<file path="config.mk">
export PLATFORM = sky130hd
export DESIGN_NAME = l2_req_ctrl
export DESIGN_NICKNAME = d
export VERILOG_FILES = /design/src/rtl/l2rsc_pkg.sv /design/src/rtl/l2rsc_fifo.sv /design/src/rtl/l2rsc_control.sv /design/src/rtl/l2rsc_datapath.sv /design/src/rtl/l2_req_ctrl.sv
export SDC_FILE = /design/constraint.sdc
export NUM_CORES = 1
export LEC_CHECK = 0
export BUFFER_PORTS_ARGS = -buffer_cell sky130_fd_sc_hd__buf_2
export CORE_ASPECT_RATIO = 0.5
export CORE_MARGIN = 3
export CORE_UTILIZATION = 55
export DETAILED_ROUTE_END_ITERATION = 10
export GPL_ROUTABILITY_DRIVEN = 0
export HOLD_SLACK_MARGIN = 0.15
export PLACE_DENSITY = 0.79
export SYNTH_ARGS = -nofsm -noshare
export SYNTH_HDL_FRONTEND = slang
export SYNTH_SLANG_ARGS = --single-unit
</file>
<file path="constraint.sdc">
create_clock -name clk -period 5.5 [get_ports clk]
set_input_delay 0.55 -clock clk [delete_from_list [all_inputs] [get_ports clk]]
set_output_delay 0.55 -clock clk [all_outputs]
set_load 0.02 [all_outputs]
</file>
<file path="src/rtl/l2rsc_pkg.sv">
package l2rsc_pkg;
  // Strobes from the control to the datapath
  typedef struct packed {
    logic pushMain;
    logic pushWr;
    logic loadMain;
    logic loadWr;
    logic finish;
    logic pushMiss;
    logic popMiss;
    logic selWb;
    logic cntAcc;
    logic cntRdHit;
    logic cntWrHit;
    logic cntMiss;
    logic cntMemRd;
    logic cntMemWr;
  } ctlStrobes_t;
endpackage

</file>
<file path="src/rtl/l2rsc_fifo.sv">
module l2rsc_fifo #(
  parameter int W     = 8,
  parameter int DEPTH = 4
) (
  input  logic         clk,
  input  logic         rstN,
  input  logic         push,
  input  logic [W-1:0] din,
  input  logic         pop,
  output logic [W-1:0] dout,
  output logic         full,
  output logic         empty
);
  localparam int PW = (DEPTH > 1) ? $clog2(DEPTH) : 1;
  localparam int CW = $clog2(DEPTH + 1);

  logic [W-1:0]  store [DEPTH];
  logic [PW-1:0] rdPtr, wrPtr;
  logic [CW-1:0] count;

  assign full  = (count == CW'(DEPTH));
  assign empty = (count == '0);
  assign dout  = store[rdPtr];

  always_ff @(posedge clk) begin
    if (push) store[wrPtr] <= din;
  end

  always_ff @(posedge clk) begin
    if (!rstN) begin
      rdPtr <= '0;
      wrPtr <= '0;
      count <= '0;
    end else begin
      if (push) wrPtr <= (wrPtr == PW'(DEPTH - 1)) ? '0 : wrPtr + PW'(1);
      if (pop)  rdPtr <= (rdPtr == PW'(DEPTH - 1)) ? '0 : rdPtr + PW'(1);
      case ({push, pop})
        2'b10:   count <= count + CW'(1);
        2'b01:   count <= count - CW'(1);
        default: count <= count;
      endcase
    end
  end

  // nothing is written into a full queue
  a_r2_no_overflow: assert property (@(posedge clk) disable iff (!rstN) push |-> !full);
  // nothing is read from an empty queue
  a_r3_no_underflow: assert property (@(posedge clk) disable iff (!rstN) pop |-> !empty);
endmodule

</file>
<file path="src/rtl/l2rsc_control.sv">
module l2rsc_control
  import l2rsc_pkg::*;
(
  input  logic        readPrio,
  input  logic        idealMode,
  input  logic        reqValid,
  input  logic        reqWrite,
  input  logic        lkHit,
  input  logic        mshrMerged,
  input  logic        rspReady,
  input  logic        wbValid,
  input  logic        dramReady,
  input  logic        mainFull,
  input  logic        mainEmpty,
  input  logic        wrFull,
  input  logic        wrEmpty,
  input  logic        missFull,
  input  logic        missEmpty,
  input  logic        missHeadWrite,
  input  logic        heldValid,
  input  logic        heldWrite,
  output logic        reqReady,
  output logic        lkValid,
  output logic        rspValid,
  output logic        mshrValid,
  output logic        wbReady,
  output logic        dramValid,
  output ctlStrobes_t st
);
  logic hitEff, readHit, writeHit, missIn, rdDone, accept, toWrQ, xfer;

  always_comb begin
    hitEff   = idealMode | lkHit;
    readHit  = heldValid & hitEff & ~heldWrite;
    writeHit = heldValid & hitEff & heldWrite;
    missIn   = heldValid & ~hitEff;
    rdDone   = readHit & rspReady;

    reqReady  = ~mainFull & ~wrFull;
    accept    = reqValid & reqReady;
    toWrQ     = readPrio & reqWrite;
    lkValid   = heldValid;
    rspValid  = readHit;
    mshrValid = missIn & ~missFull;

    dramValid = wbValid | ~missEmpty;
    wbReady   = dramReady;
    xfer      = dramValid & dramReady;

    st          = '0;
    st.pushMain = accept & ~toWrQ;
    st.pushWr   = accept & toWrQ;
    st.loadMain = ~heldValid & ~mainEmpty;
    st.loadWr   = ~heldValid & mainEmpty & ~wrEmpty;
    st.finish   = rdDone | writeHit | mshrValid;
    st.pushMiss = mshrValid & ~mshrMerged;
    st.selWb    = wbValid;
    st.popMiss  = dramReady & ~wbValid & ~missEmpty;
    st.cntAcc   = rdDone | writeHit | mshrValid;
    st.cntRdHit = rdDone;
    st.cntWrHit = writeHit;
    st.cntMiss  = mshrValid;
    st.cntMemWr = xfer & (wbValid | missHeadWrite);
    st.cntMemRd = xfer & ~wbValid & ~missHeadWrite;
  end
endmodule

</file>
<file path="src/rtl/l2rsc_datapath.sv">
module l2rsc_datapath
  import l2rsc_pkg::*;
#(
  parameter int ADDR_W     = 16,
  parameter int SIZE_W     = 8,
  parameter int HDR_BYTES  = 8,
  parameter int LINE_BYTES = 64,
  parameter int IN_DEPTH   = 4,
  parameter int MISS_DEPTH = 2,
  parameter int CNT_W      = 16
) (
  input  logic              clk,
  input  logic              rstN,
  input  ctlStrobes_t       st,
  input  logic [ADDR_W-1:0] reqAddr,
  input  logic              reqWrite,
  input  logic [SIZE_W-1:0] reqSize,
  input  logic [ADDR_W-1:0] wbAddr,
  input  logic              wbValid,
  input  logic              dramValid,
  output logic              mainFull,
  output logic              mainEmpty,
  output logic              wrFull,
  output logic              wrEmpty,
  output logic              missFull,
  output logic              missEmpty,
  output logic              missHeadWrite,
  output logic              heldValid,
  output logic              heldWrite,
  output logic [ADDR_W-1:0] lkAddr,
  output logic [ADDR_W-1:0] mshrAddr,
  output logic [ADDR_W-1:0] rspAddr,
  output logic [ADDR_W-1:0] dramAddr,
  output logic              dramWrite,
  output logic [SIZE_W-1:0] dramSize,
  output logic [CNT_W-1:0]  accCnt,
  output logic [CNT_W-1:0]  rdHitCnt,
  output logic [CNT_W-1:0]  wrHitCnt,
  output logic [CNT_W-1:0]  missCnt,
  output logic [CNT_W-1:0]  memRdCnt,
  output logic [CNT_W-1:0]  memWrCnt
);
  localparam int EW   = 1 + SIZE_W + ADDR_W;
  localparam int NCNT = 6;

  logic [EW-1:0]     reqEntry, mainHead, wrHead, missIn, missHead;
  logic [ADDR_W-1:0] heldAddr;
  logic [SIZE_W-1:0] heldSize, missSize;

  assign reqEntry = {reqWrite, reqSize, reqAddr};

  l2rsc_fifo #(.W(EW), .DEPTH(IN_DEPTH)) uMainQ (
    .clk(clk), .rstN(rstN), .push(st.pushMain), .din(reqEntry),
    .pop(st.loadMain), .dout(mainHead), .full(mainFull), .empty(mainEmpty));

  l2rsc_fifo #(.W(EW), .DEPTH(IN_DEPTH)) uWrQ (
    .clk(clk), .rstN(rstN), .push(st.pushWr), .din(reqEntry),
    .pop(st.loadWr), .dout(wrHead), .full(wrFull), .empty(wrEmpty));

  // Write misses shed the header: no allocation, data goes straight out
  assign missSize = heldWrite ? heldSize - SIZE_W'(HDR_BYTES) : heldSize;
  assign missIn   = {heldWrite, missSize, heldAddr};

  l2rsc_fifo #(.W(EW), .DEPTH(MISS_DEPTH)) uMissQ (
    .clk(clk), .rstN(rstN), .push(st.pushMiss), .din(missIn),
    .pop(st.popMiss), .dout(missHead), .full(missFull), .empty(missEmpty));

  assign missHeadWrite = missHead[EW-1];

  // Holding register
  always_ff @(posedge clk) begin
    if (!rstN) begin
      heldValid <= 1'b0;
      heldWrite <= 1'b0;
      heldAddr  <= '0;
      heldSize  <= '0;
    end else if (st.loadMain || st.loadWr) begin
      heldValid <= 1'b1;
      {heldWrite, heldSize, heldAddr} <= st.loadMain ? mainHead : wrHead;
    end else if (st.finish) begin
      heldValid <= 1'b0;
    end
  end

  assign lkAddr   = heldAddr;
  assign mshrAddr = heldAddr;
  assign rspAddr  = heldAddr;

  // DRAM-side mux: writeback wins
  always_comb begin
    if (st.selWb) begin
      dramAddr  = wbAddr;
      dramWrite = 1'b1;
      dramSize  = SIZE_W'(LINE_BYTES);
    end else begin
      dramAddr  = missHead[ADDR_W-1:0];
      dramWrite = missHead[EW-1];
      dramSize  = missHead[ADDR_W +: SIZE_W];
    end
  end

  // Event counters
  logic [NCNT-1:0]  incV;
  logic [CNT_W-1:0] cnt [NCNT];

  assign incV = {st.cntMemWr, st.cntMemRd, st.cntMiss, st.cntWrHit, st.cntRdHit, st.cntAcc};

  for (genvar gi = 0; gi < NCNT; gi++) begin : gCnt
    always_ff @(posedge clk) begin
      if (!rstN)         cnt[gi] <= '0;
      else if (incV[gi]) cnt[gi] <= cnt[gi] + CNT_W'(1);
    end
  end

  assign accCnt   = cnt[0];
  assign rdHitCnt = cnt[1];
  assign wrHitCnt = cnt[2];
  assign missCnt  = cnt[3];
  assign memRdCnt = cnt[4];
  assign memWrCnt = cnt[5];

  // a held request keeps its identity until it completes
  a_r3_hold_until_done: assert property (@(posedge clk) disable iff (!rstN)
    heldValid && !st.finish |=> heldValid && $stable(heldAddr) && $stable(heldWrite));
  // an offered writeback is what the scheduler sees
  a_r8_wb_first: assert property (@(posedge clk) disable iff (!rstN)
    wbValid && dramValid |-> dramAddr == wbAddr && dramWrite);
  // every completed access is exactly one of read hit, write hit or miss
  a_r6_access_sum: assert property (@(posedge clk) disable iff (!rstN)
    1'b1 |=> (accCnt - $past(accCnt)) ==
             (rdHitCnt - $past(rdHitCnt)) + (wrHitCnt - $past(wrHitCnt)) + (missCnt - $past(missCnt)));
endmodule

</file>
<file path="src/rtl/l2_req_ctrl.sv">
module l2_req_ctrl
  import l2rsc_pkg::*;
#(
  parameter int ADDR_W     = 16,
  parameter int SIZE_W     = 8,
  parameter int HDR_BYTES  = 8,
  parameter int LINE_BYTES = 64,
  parameter int IN_DEPTH   = 4,
  parameter int MISS_DEPTH = 2,
  parameter int CNT_W      = 16
) (
  input  logic              clk,
  input  logic              rstN,
  input  logic              readPrio,
  input  logic              idealMode,
  input  logic              reqValid,
  output logic              reqReady,
  input  logic [ADDR_W-1:0] reqAddr,
  input  logic              reqWrite,
  input  logic [SIZE_W-1:0] reqSize,
  output logic              lkValid,
  output logic [ADDR_W-1:0] lkAddr,
  input  logic              lkHit,
  output logic              mshrValid,
  output logic [ADDR_W-1:0] mshrAddr,
  input  logic              mshrMerged,
  output logic              rspValid,
  input  logic              rspReady,
  output logic [ADDR_W-1:0] rspAddr,
  input  logic              wbValid,
  output logic              wbReady,
  input  logic [ADDR_W-1:0] wbAddr,
  output logic              dramValid,
  input  logic              dramReady,
  output logic [ADDR_W-1:0] dramAddr,
  output logic              dramWrite,
  output logic [SIZE_W-1:0] dramSize,
  output logic [CNT_W-1:0]  accCnt,
  output logic [CNT_W-1:0]  rdHitCnt,
  output logic [CNT_W-1:0]  wrHitCnt,
  output logic [CNT_W-1:0]  missCnt,
  output logic [CNT_W-1:0]  memRdCnt,
  output logic [CNT_W-1:0]  memWrCnt
);
  ctlStrobes_t st;
  logic mainFull, mainEmpty, wrFull, wrEmpty, missFull, missEmpty;
  logic missHeadWrite, heldValid, heldWrite;

  l2rsc_control uCtl (
    .readPrio(readPrio), .idealMode(idealMode), .reqValid(reqValid), .reqWrite(reqWrite),
    .lkHit(lkHit), .mshrMerged(mshrMerged), .rspReady(rspReady), .wbValid(wbValid),
    .dramReady(dramReady), .mainFull(mainFull), .mainEmpty(mainEmpty), .wrFull(wrFull),
    .wrEmpty(wrEmpty), .missFull(missFull), .missEmpty(missEmpty),
    .missHeadWrite(missHeadWrite), .heldValid(heldValid), .heldWrite(heldWrite),
    .reqReady(reqReady), .lkValid(lkValid), .rspValid(rspValid), .mshrValid(mshrValid),
    .wbReady(wbReady), .dramValid(dramValid), .st(st));

  l2rsc_datapath #(
    .ADDR_W(ADDR_W), .SIZE_W(SIZE_W), .HDR_BYTES(HDR_BYTES), .LINE_BYTES(LINE_BYTES),
    .IN_DEPTH(IN_DEPTH), .MISS_DEPTH(MISS_DEPTH), .CNT_W(CNT_W)
  ) uDp (
    .clk(clk), .rstN(rstN), .st(st), .reqAddr(reqAddr), .reqWrite(reqWrite),
    .reqSize(reqSize), .wbAddr(wbAddr), .wbValid(wbValid), .dramValid(dramValid),
    .mainFull(mainFull), .mainEmpty(mainEmpty), .wrFull(wrFull), .wrEmpty(wrEmpty),
    .missFull(missFull), .missEmpty(missEmpty), .missHeadWrite(missHeadWrite),
    .heldValid(heldValid), .heldWrite(heldWrite), .lkAddr(lkAddr), .mshrAddr(mshrAddr),
    .rspAddr(rspAddr), .dramAddr(dramAddr), .dramWrite(dramWrite), .dramSize(dramSize),
    .accCnt(accCnt), .rdHitCnt(rdHitCnt), .wrHitCnt(wrHitCnt), .missCnt(missCnt),
    .memRdCnt(memRdCnt), .memWrCnt(memWrCnt));

  // a stalled reply stays offered with the same address
  a_r4_reply_held: assert property (@(posedge clk) disable iff (!rstN)
    rspValid && !rspReady && !idealMode && $stable(idealMode) |=> rspValid && $stable(rspAddr));
endmodule

</file>
# Word-level counts from Yosys, hierarchy flattened
# Memory sizes are Yosys's and may differ from the RTL's. A register that Yosys moved wholly into a read port is not among the register bits.
# Index checks and enable logic that the tools add are counted.
[op_classes] addsub=19 n_mul=0 div=0 magnitude_cmp=0 n_eq_ne=13 n_shift=0 mux=53 bitwise=45 reduce_logical=8
[op_table] op="2-to-1 mux 16 bit" count=7
[op_table] op="adder 16 x 1 -> 16 bit (second input constant)" count=6
[op_table] op="2-to-1 mux 1 bit" count=32
[op_table] op="2-to-1 mux 25 bit" count=1
[op_table] op="AND 1 bit" count=21
[op_table] op="== test 2 bit (second input constant)" count=8
[op_table] op="2-to-1 mux 2 bit" count=8
[op_table] op="2-to-1 mux 8 bit" count=2
[op_table] op="inverter 1 bit" count=13
[op_table] op="case mux 3 bit (2 select lines)" count=2
[op_table] op="bitwise OR 1 bit" count=11
[op_table] op="adder 2 x 1 -> 2 bit (second input constant)" count=5
[op_table] op="nonzero test 2 bit" count=4
[op_table] op="subtractor 8 x 4 -> 8 bit (second input constant)" count=1
[op_table] op="adder 3 x 1 -> 3 bit (second input constant)" count=2
[op_table] op="== test 2 x 1 -> 1 bit (second input constant)" count=3
[op_table] op="== test 3 bit (second input constant)" count=2
[op_table] op="zero test 3 bit" count=2
[op_table] op="subtractor 3 x 1 -> 3 bit (second input constant)" count=2
[op_table] op="case mux 2 bit (2 select lines)" count=1
[op_table] op="adder 1 bit (second input constant)" count=2
[op_table] op="zero test 2 bit" count=1
[op_table] op="subtractor 2 x 1 -> 2 bit (second input constant)" count=1
[op_table] op="logical OR 1 bit" count=1
[totals] reg_bits=44 latch_bits=0 ram_bits=346 romBits=0 in_bits=51 out_inout_bits=175 elab_cells=155 memories=4
[mem_list] memory="uDp.uMainQ.store" words=4 word_bits=25 read_ports=1 rd_clocked_by_memory_dff=1 wr=1 line_no="l2rsc_fifo.sv:17" text="logic [W-1:0] store [DEPTH];"
[mem_list] memory="uDp.uWrQ.store" words=4 word_bits=25 read_ports=1 rd_clocked_by_memory_dff=1 wr=1 line_no="l2rsc_fifo.sv:17"
[mem_list] memory="uDp.cnt" words=6 word_bits=16 read_ports=6 rd_clocked_by_memory_dff=0 wr=6 line_no="l2rsc_datapath.sv:104" text="logic [CNT_W-1:0] cnt [NCNT];"
[mem_list] memory="uDp.uMissQ.store" words=2 word_bits=25 read_ports=1 rd_clocked_by_memory_dff=1 wr=1 line_no="l2rsc_fifo.sv:17"

# Logic depth before layout (Yosys ltp)
# Gate-level depths: netlist of the first run.
[logic_depth] word_depth=10 mapped_depth=11 mapped_depth_nobuf=9

# Cells and area by module
# From an unflattened synthesis of the first run, not the netlist that was laid out.
[unflattened] cells_unflattened=1149 hier_area_um2=17195.2
[by_module_without_submodules] module="l2rsc_fifo at uDp.uMainQ ..." n_inst=2 cells_per_inst=178 area_each_um2=4111.4 seq_area_each_um2=3183.1
[by_module_without_submodules] module="l2rsc_datapath" n_inst=1 cells_per_inst=664 area_each_um2=6770.2 seq_area_each_um2=3403.3
[by_module_without_submodules] module="l2rsc_fifo at uDp.uMissQ" n_inst=1 cells_per_inst=100 area_each_um2=2014.4 seq_area_each_um2=1601.5
[by_module_without_submodules] module="l2rsc_control" n_inst=1 cells_per_inst=29 area_each_um2=187.7 seq_area_each_um2=0.0

# Worst setup path after synthesis of the first run
# OpenSTA, ideal clock, no wires.
[synth_timing] path_type="reg-to-reg" startpoint="register with a tool-made name" endpoint="memory uDp.cnt[4][0] (enable)" setup_time_ns=0.411 t_arrival_ns=2.334 required_ns=5.089 path_slack_ns=2.755 stages_incl_launch_ff=5 n_path_buf=1 period_less_slack_ns=2.745 path_cell_list="dfxtp_1 > buf_4 > mux2_2 > or2_2 > o21ai_0"
[synth_lines] element="end, declared" line_no="l2rsc_datapath.sv:104"

==> results.cfg, run 1 <==
[placed_design]
io_buffer_count = 225
hpwl_um = 23700
dp_cells = 1711

[timing]
rsz0062_at_grt = false
final_hold_viol_count = 0
max_freq_ghz = 0.375
hold_ws_ns = 0.299
finalCritPeriodShare = 0.485
setup_tns_ns = 0
slew_headroom = 0.383
fin_worst_skew_ns = 0.0183
worst_pin_slew_ns = 0.925
slew_violations = 0
finalSetupViolCount = 0
fin_crit_ns = 2.67

[synthesis]
syn_area_mm2 = 0.0167
synth-main-ff-cell = edfxtp_1
synth_top_area_cell = edfxtp_1
syn_inst = 1154
ys_ff_latch = 395
synth_fa_ha_area_frac = 0.0174
yosysSeqAreaShare = 0.681
synth_top_family_by_area = simple AND/OR/NAND/NOR gates
synth.area.top_cells = edfxtp_1 (62%), mux4_2 (6.7%), dfxtp_1 (5.9%)
synth-simple-area-share = 0.0999
syn_area_per_cell_um2 = 14.5
synth_top_cell_area_share = 0.623
ys_async_sr_fraction = 0
muxShareOfSynthArea = 0.0843
synth_cell_types = 45
synth_fp_nets = 1227
synthXorXnorAreaFrac = 0.0404
synth-edff-count = 346
ys_warn_count = 0
synth_compound_area_frac = 0.0440

[status]
status = complete, no violations

[clock_network]
post_cts_buffers = 0
cts-root-buf = clkbuf_16
cts_made_buffers = 36
clock_sinks = 395
cts_hold_buf = 0
insertion_delay_ns = 0.52
htreeDepth = 2
cts_resized = 0
cts_buffer_depth = 3
clk_pin_slew_ns = 0.07
cts_tree = yes

[final_layout]
final_cells = 1775
n_fill_cell = 2005
num_antenna_cells = 0
layout-drive-gt1-share = 0.256
final_core_utilization = 0.649
area_growth_pct = 14.5
nNetsFinal = 1431

[routing]
vias = 10400
drc = 0
antenna_left = 0
route.final.wire_length_um = 37200
drt_iter0_drc = 847
drt-pass1-iter-count = 7
post_drt_wl_per_cell_um = 21.0
via_per_inst = 5.88

[floorplanning]
row_count = 44
core_mm2 = 0.0295
fp.dieArea_mm2 = 0.0326
start_util = 0.567
dieHeight_um = 129
die_w_um = 252
ios = 226

[critical_path]
r2r_setup_slack_ns = 2.90
cp-end-kind = register
worstSetupStartpoint = rstN
rr_startpoint = uDp.uMainQ.count[2]
rr_endpoint = uDp.uMainQ.count[2]
crit_end = uDp.cnt[1][9]
start_kind = input port
crit_fanout = 42
crit_required_ns = 5.89
crit_type = input port to register
rr_worst_depth = 9
arrival_ns = 3.06

[power]
power.density_mw_per_mm2 = 427
power.leakage_uw = 0.00673
ir_drop_v = 0.000239

[global_route]
grt_overflow = 0
antenna_found_initial = 1
grt_max_degree = 46
grt_pass1_vias = 10300
grt_pass1_wl_um = 57700
gr-usage-all-layers = 0.227

[hold_path]
whs_path_depth = 1
holdCritPathClass = input port to register

[job]
drv_cap = 0
-- where the power goes --
part	internal (µW)	leakage, µW	switching [µW]
clock	1320	0.000540	1060
combinational	699	0.00251	1190
sequential	3600	0.00368	280
total	5620	0.00673	2530
-- layout by cell type (no fill, tap or decap), drive strengths merged, types with 5 or more instances in the layout --
cell	count
and3	7
xor2	36
xnor2	41
clkinv	14
nand4	21
buf	244
ha	20
nand2b	6
nor3	19
clkbuf	47
mux2i	27
o22ai	25
mux4	50
and2	11
nor2	131
inv	30
edfxtp	346
nand2	55
nand3	40
or2	5
or3	19
and4	9
dfxtp	49
o21ai	60
o31ai	6
a21oi	24
nor4	15
-- metal layers --
| layer | share of wire | GRT usage | vias up | wire [µm] |
|---|---|---|---|---|
| met2 | 0.51 | 0.393 | 407 | 18800 |
| met3 | 0.060 | 0.0413 | 97 | 2220 |
| met5 | 0.00027 | 0 | - | 10 |
| met1 | 0.40 | 0.295 | 5198 | 15000 |
| met4 | 0.033 | 0.0812 | 2 | 1240 |
| li1 | - | - | 4735 | - |
-- cells in the mapped netlist, drive strengths merged, types with 2 or more instances --
cell and n:
inv 29, or2 5, nor4b 2, a21oi 24, ha 20, mux2i 27
o21ai 60, mux4 50, o22ai 25, nor2 131, nor2b 2, or3 19
nand3 40, nor3 19, fa 2, and3 7, nand4 21, buf 51
nand2 55, and4 9, clkbuf 27, edfxtp 346, o21ba 2, or4 4
o21a 2, o211ai 2, a221oi 2, and2 11, nor4 15, o31ai 6
dfxtp 49, nand2b 6, xor2 36, xnor2 41
-- kinds of logic after synthesis --
group	Yosys count
DFF	395
xor gates and xnor gates	77
and+or+nand+nor	347
muxes	78
buffers and inverters	107
AOI/OAI and AO/OA	128
adders and majority gates	22
-- state kept, by name, summed over array words and instances, names as in the netlist, named ones only --
register,count
uDp.uWrQ.wrPtr,2
uDp.uMainQ.rdPtr,2
uDp.uMissQ.rdPtr,1
uDp.heldWrite,1
uDp.heldValid,1
uDp.uMissQ.count,2
uDp.uWrQ.rdPtr,2
uDp.lkAddr,16
uDp.uMissQ.store,50
uDp.uMainQ.count,3
uDp.uWrQ.count,3
uDp.uMainQ.store,100
uDp.heldSize,8
uDp.uMissQ.wrPtr,1
uDp.uMainQ.wrPtr,2
uDp.uWrQ.store,100
uDp.cnt,96
-- worst min path at each step --
stage | to | slack [ns] | from
2_1_floorplan | uDp.uMissQ.store[0][16] | 0.42 | uDp.heldSize[0]
3_3_place_gp | uDp.uMissQ.store[0][17] | 0.43 | uDp.heldSize[1]
3_5_place_dp | uDp.uMissQ.store[1][18] | 0.44 | uDp.heldSize[2]
4_1_cts | uDp.uWrQ.store[2][6] | 0.28 | reqAddr[6]
5_1_grt | uDp.uMainQ.store[0][6] | 0.28 | reqAddr[6]
6_report | uDp.uMainQ.store[1][6] | 0.30 | reqAddr[6]
-- cell type report --
class                      count  area, µm²  area share
sequential                   395      11400       0.595
multi-input combinational    652       4780       0.250
timing repair buffer         244       1270      0.0664
clock buffer                  47        953      0.0499
tap                          391        489      0.0256
clock inverter                17        141     0.00740
inverter                      29        109     0.00570
-- critical path: stages --
cell and delay (ns):
buf_2 0.54, inv_1 0.58, or3_1 0.73, or4_1 0.57, nand2_1 0.07
-- per-stage QoR --
stage / worst slack (ns) / area, µm² / power [µW]
2_1_floorplan: 2.76 / 16700 / 5240
3_3_place_gp: 2.36 / 18000 / 5730
3_5_place_dp: 2.32 / 18000 / 5810
4_1_cts: 2.84 / 19100 / 8200
5_1_grt: 2.62 / 19100 / 8520
6_report: 2.83 / 19100 / 8160
No activity file was read; power rests on OpenSTA's default activity.
==> run 2, diff against run 1 <==
clock period = 2.66 ns   (was 5.5 ns; I/O delays follow)
==> results.cfg, run 2 (synthesis results as in run 1) <==
[status]
status = complete, no violations

[clock_network]
clk_pin_slew_ns = 0.07
htreeDepth = 2
cts_buffer_depth = 3
insertion_delay_ns = 0.54
cts_tree = yes
cts-root-buf = clkbuf_16
cts_made_buffers = 35
clock_sinks = 395

[placed_design]
io_buffer_count = 225
hpwl_um = 24000
dp_cells = 1720

[timing]
max_freq_ghz = 0.448
rsz0062_at_grt = false
slew_headroom = 0.461
finalSetupViolCount = 0
finalCritPeriodShare = 0.840
fin_worst_skew_ns = 0.0228
setup_tns_ns = 0
worst_pin_slew_ns = 0.807
slew_violations = 0
final_hold_viol_count = 0
fin_crit_ns = 2.23

[final_layout]
layout-drive-gt1-share = 0.262
final_common_cell = edfxtp_1
area_growth_pct = 17.2
reg.largest.list = uDp.uMainQ.store (100), uDp.uWrQ.store (100), uDp.cnt (96)
final_cells = 1809
layout_common_cells = edfxtp_1 (346), buf_2 (225), nor2_1 (129)
nNetsFinal = 1464
final_core_utilization = 0.664

[critical_path]
crit_fanout = 7
crit_type = register to register
arrival_ns = 2.69
slowest_delay_ns = 0.45
cp_top_family = simple AND/OR/NAND/NOR gates
cp-end-kind = register
start_kind = register
crit_chain = nor3_1, or2_2, inv_1, ha_1, inv_1, fa_1, xor2_1, or3_1, a21oi_1
r2r_setup_slack_ns = 0.43
crit_required_ns = 3.12
critPathMostFrequentCell = inv_1
critPathSlowestCell = dfxtp_1
worst-path-buf-inv = 2
rr_startpoint = uDp.uMainQ.count[2]
worstSetupStartpoint = uDp.uMainQ.count[2]

[job]
drv_cap = 0

[floorplanning]
start_util = 0.567
row_count = 44
dieHeight_um = 129
fp.dieArea_mm2 = 0.0326
core_mm2 = 0.0295
ios = 226
die_w_um = 252

[power]
ir_drop_v = 0.000581
power.leakage_uw = 0.00693
power.density_mw_per_mm2 = 886
power_uw = 17300

[global_route]
antenna_found_initial = 0
gr-usage-all-layers = 0.231
grt_pass1_vias = 10500
grt_pass1_wl_um = 58100
grt_overflow = 0
grt_max_degree = 43

[routing]
post_drt_wl_per_cell_um = 21.0
drt_iter0_drc = 916
drt-pass1-iter-count = 6
drc = 0
antenna_left = 0
vias = 10600
via_per_inst = 5.85
route.final.wire_length_um = 38100

[hold_path]
holdCritPathClass = input port to register
min_from = wbValid
-- run 2: cell count changes in the layout (fill, tap and decap cells not counted), sizes merged --
| cell | previous run | this run |
|---|---|---|
| bufinv | 2 | 4 |
| diode | 0 | 1 |
| clkinvlp | 0 | 3 |
| clkbuf | 47 | 43 |
| buf | 244 | 253 |
| clkinv | 14 | 10 |
| inv | 30 | 32 |
| dlygate4sd3 | 0 | 25 |
-- run 2: power by group --
| group | internal [µW] | total [µW] | switching, µW |
|---|---|---|---|
| Sequential | 7450 | 8040 | 589 |
| Clock | 2990 | 5250 | 2260 |
| Combinational | 1540 | 4030 | 2490 |
| Total | 12000 | 17300 | 5340 |
-- run 2: routing by layer --
layer / track usage / part of all wire / vias up
met1: 0.297 / 0.40 / 5262
met3: 0.0377 / 0.061 / 91
met5: 0 / 0 / -
li1: - / - / 4797
met2: 0.405 / 0.51 / 436
met4: 0.0833 / 0.028 / 0
-- run 2: worst paths after layout --
kind              depth (start not counted)                 endpoint
hold reg to reg                           0  uDp.uMissQ.store[1][18]
setup reg to reg                          9      uDp.uMainQ.count[2]
setup / recovery                          9      uDp.uMainQ.count[2]
hold / removal                            4         uDp.uMissQ.rdPtr
-- run 2: tightest hold or removal path: cells and delay by family --
family / cells / cell delay [ns]
xor gates and xnor gates: 1 / 0.14
buffers and inverters: 1 / 0.14
and+or+nand+nor: 2 / 0.16
-- run 2: timing repair --
item / 4_1_cts / 5_1_grt
setup buffers: 0 / 0
gates resized for setup: 0 / 0
endpoints found under the hold margin: 200 / 0
hold buffers: 25 / 0
-- run 2: cell type report --
cell class	count	area [µm²]
timing repair buffer	278	1610
sequential	395	11400
inverter	29	109
clock buffer	43	956
clock inverter	20	240
tap	391	489
fill	1986	9900
antenna	1	2.50
multi-input combinational	652	4780
-- run 2: metrics by stage --
stage | worst slack [ns] | hold slack [ns] | area, µm²
final | 0.426 | 0.215 | 19600
after global routing | 0.231 | 0.213 | 19600
after CTS | 0.439 | 0.196 | 19600
after detailed placement | 0.462 | 0.434 | 18100
after global placement | 0.527 | 0.428 | 18100
after floorplan | 0.245 | 0.365 | 16700
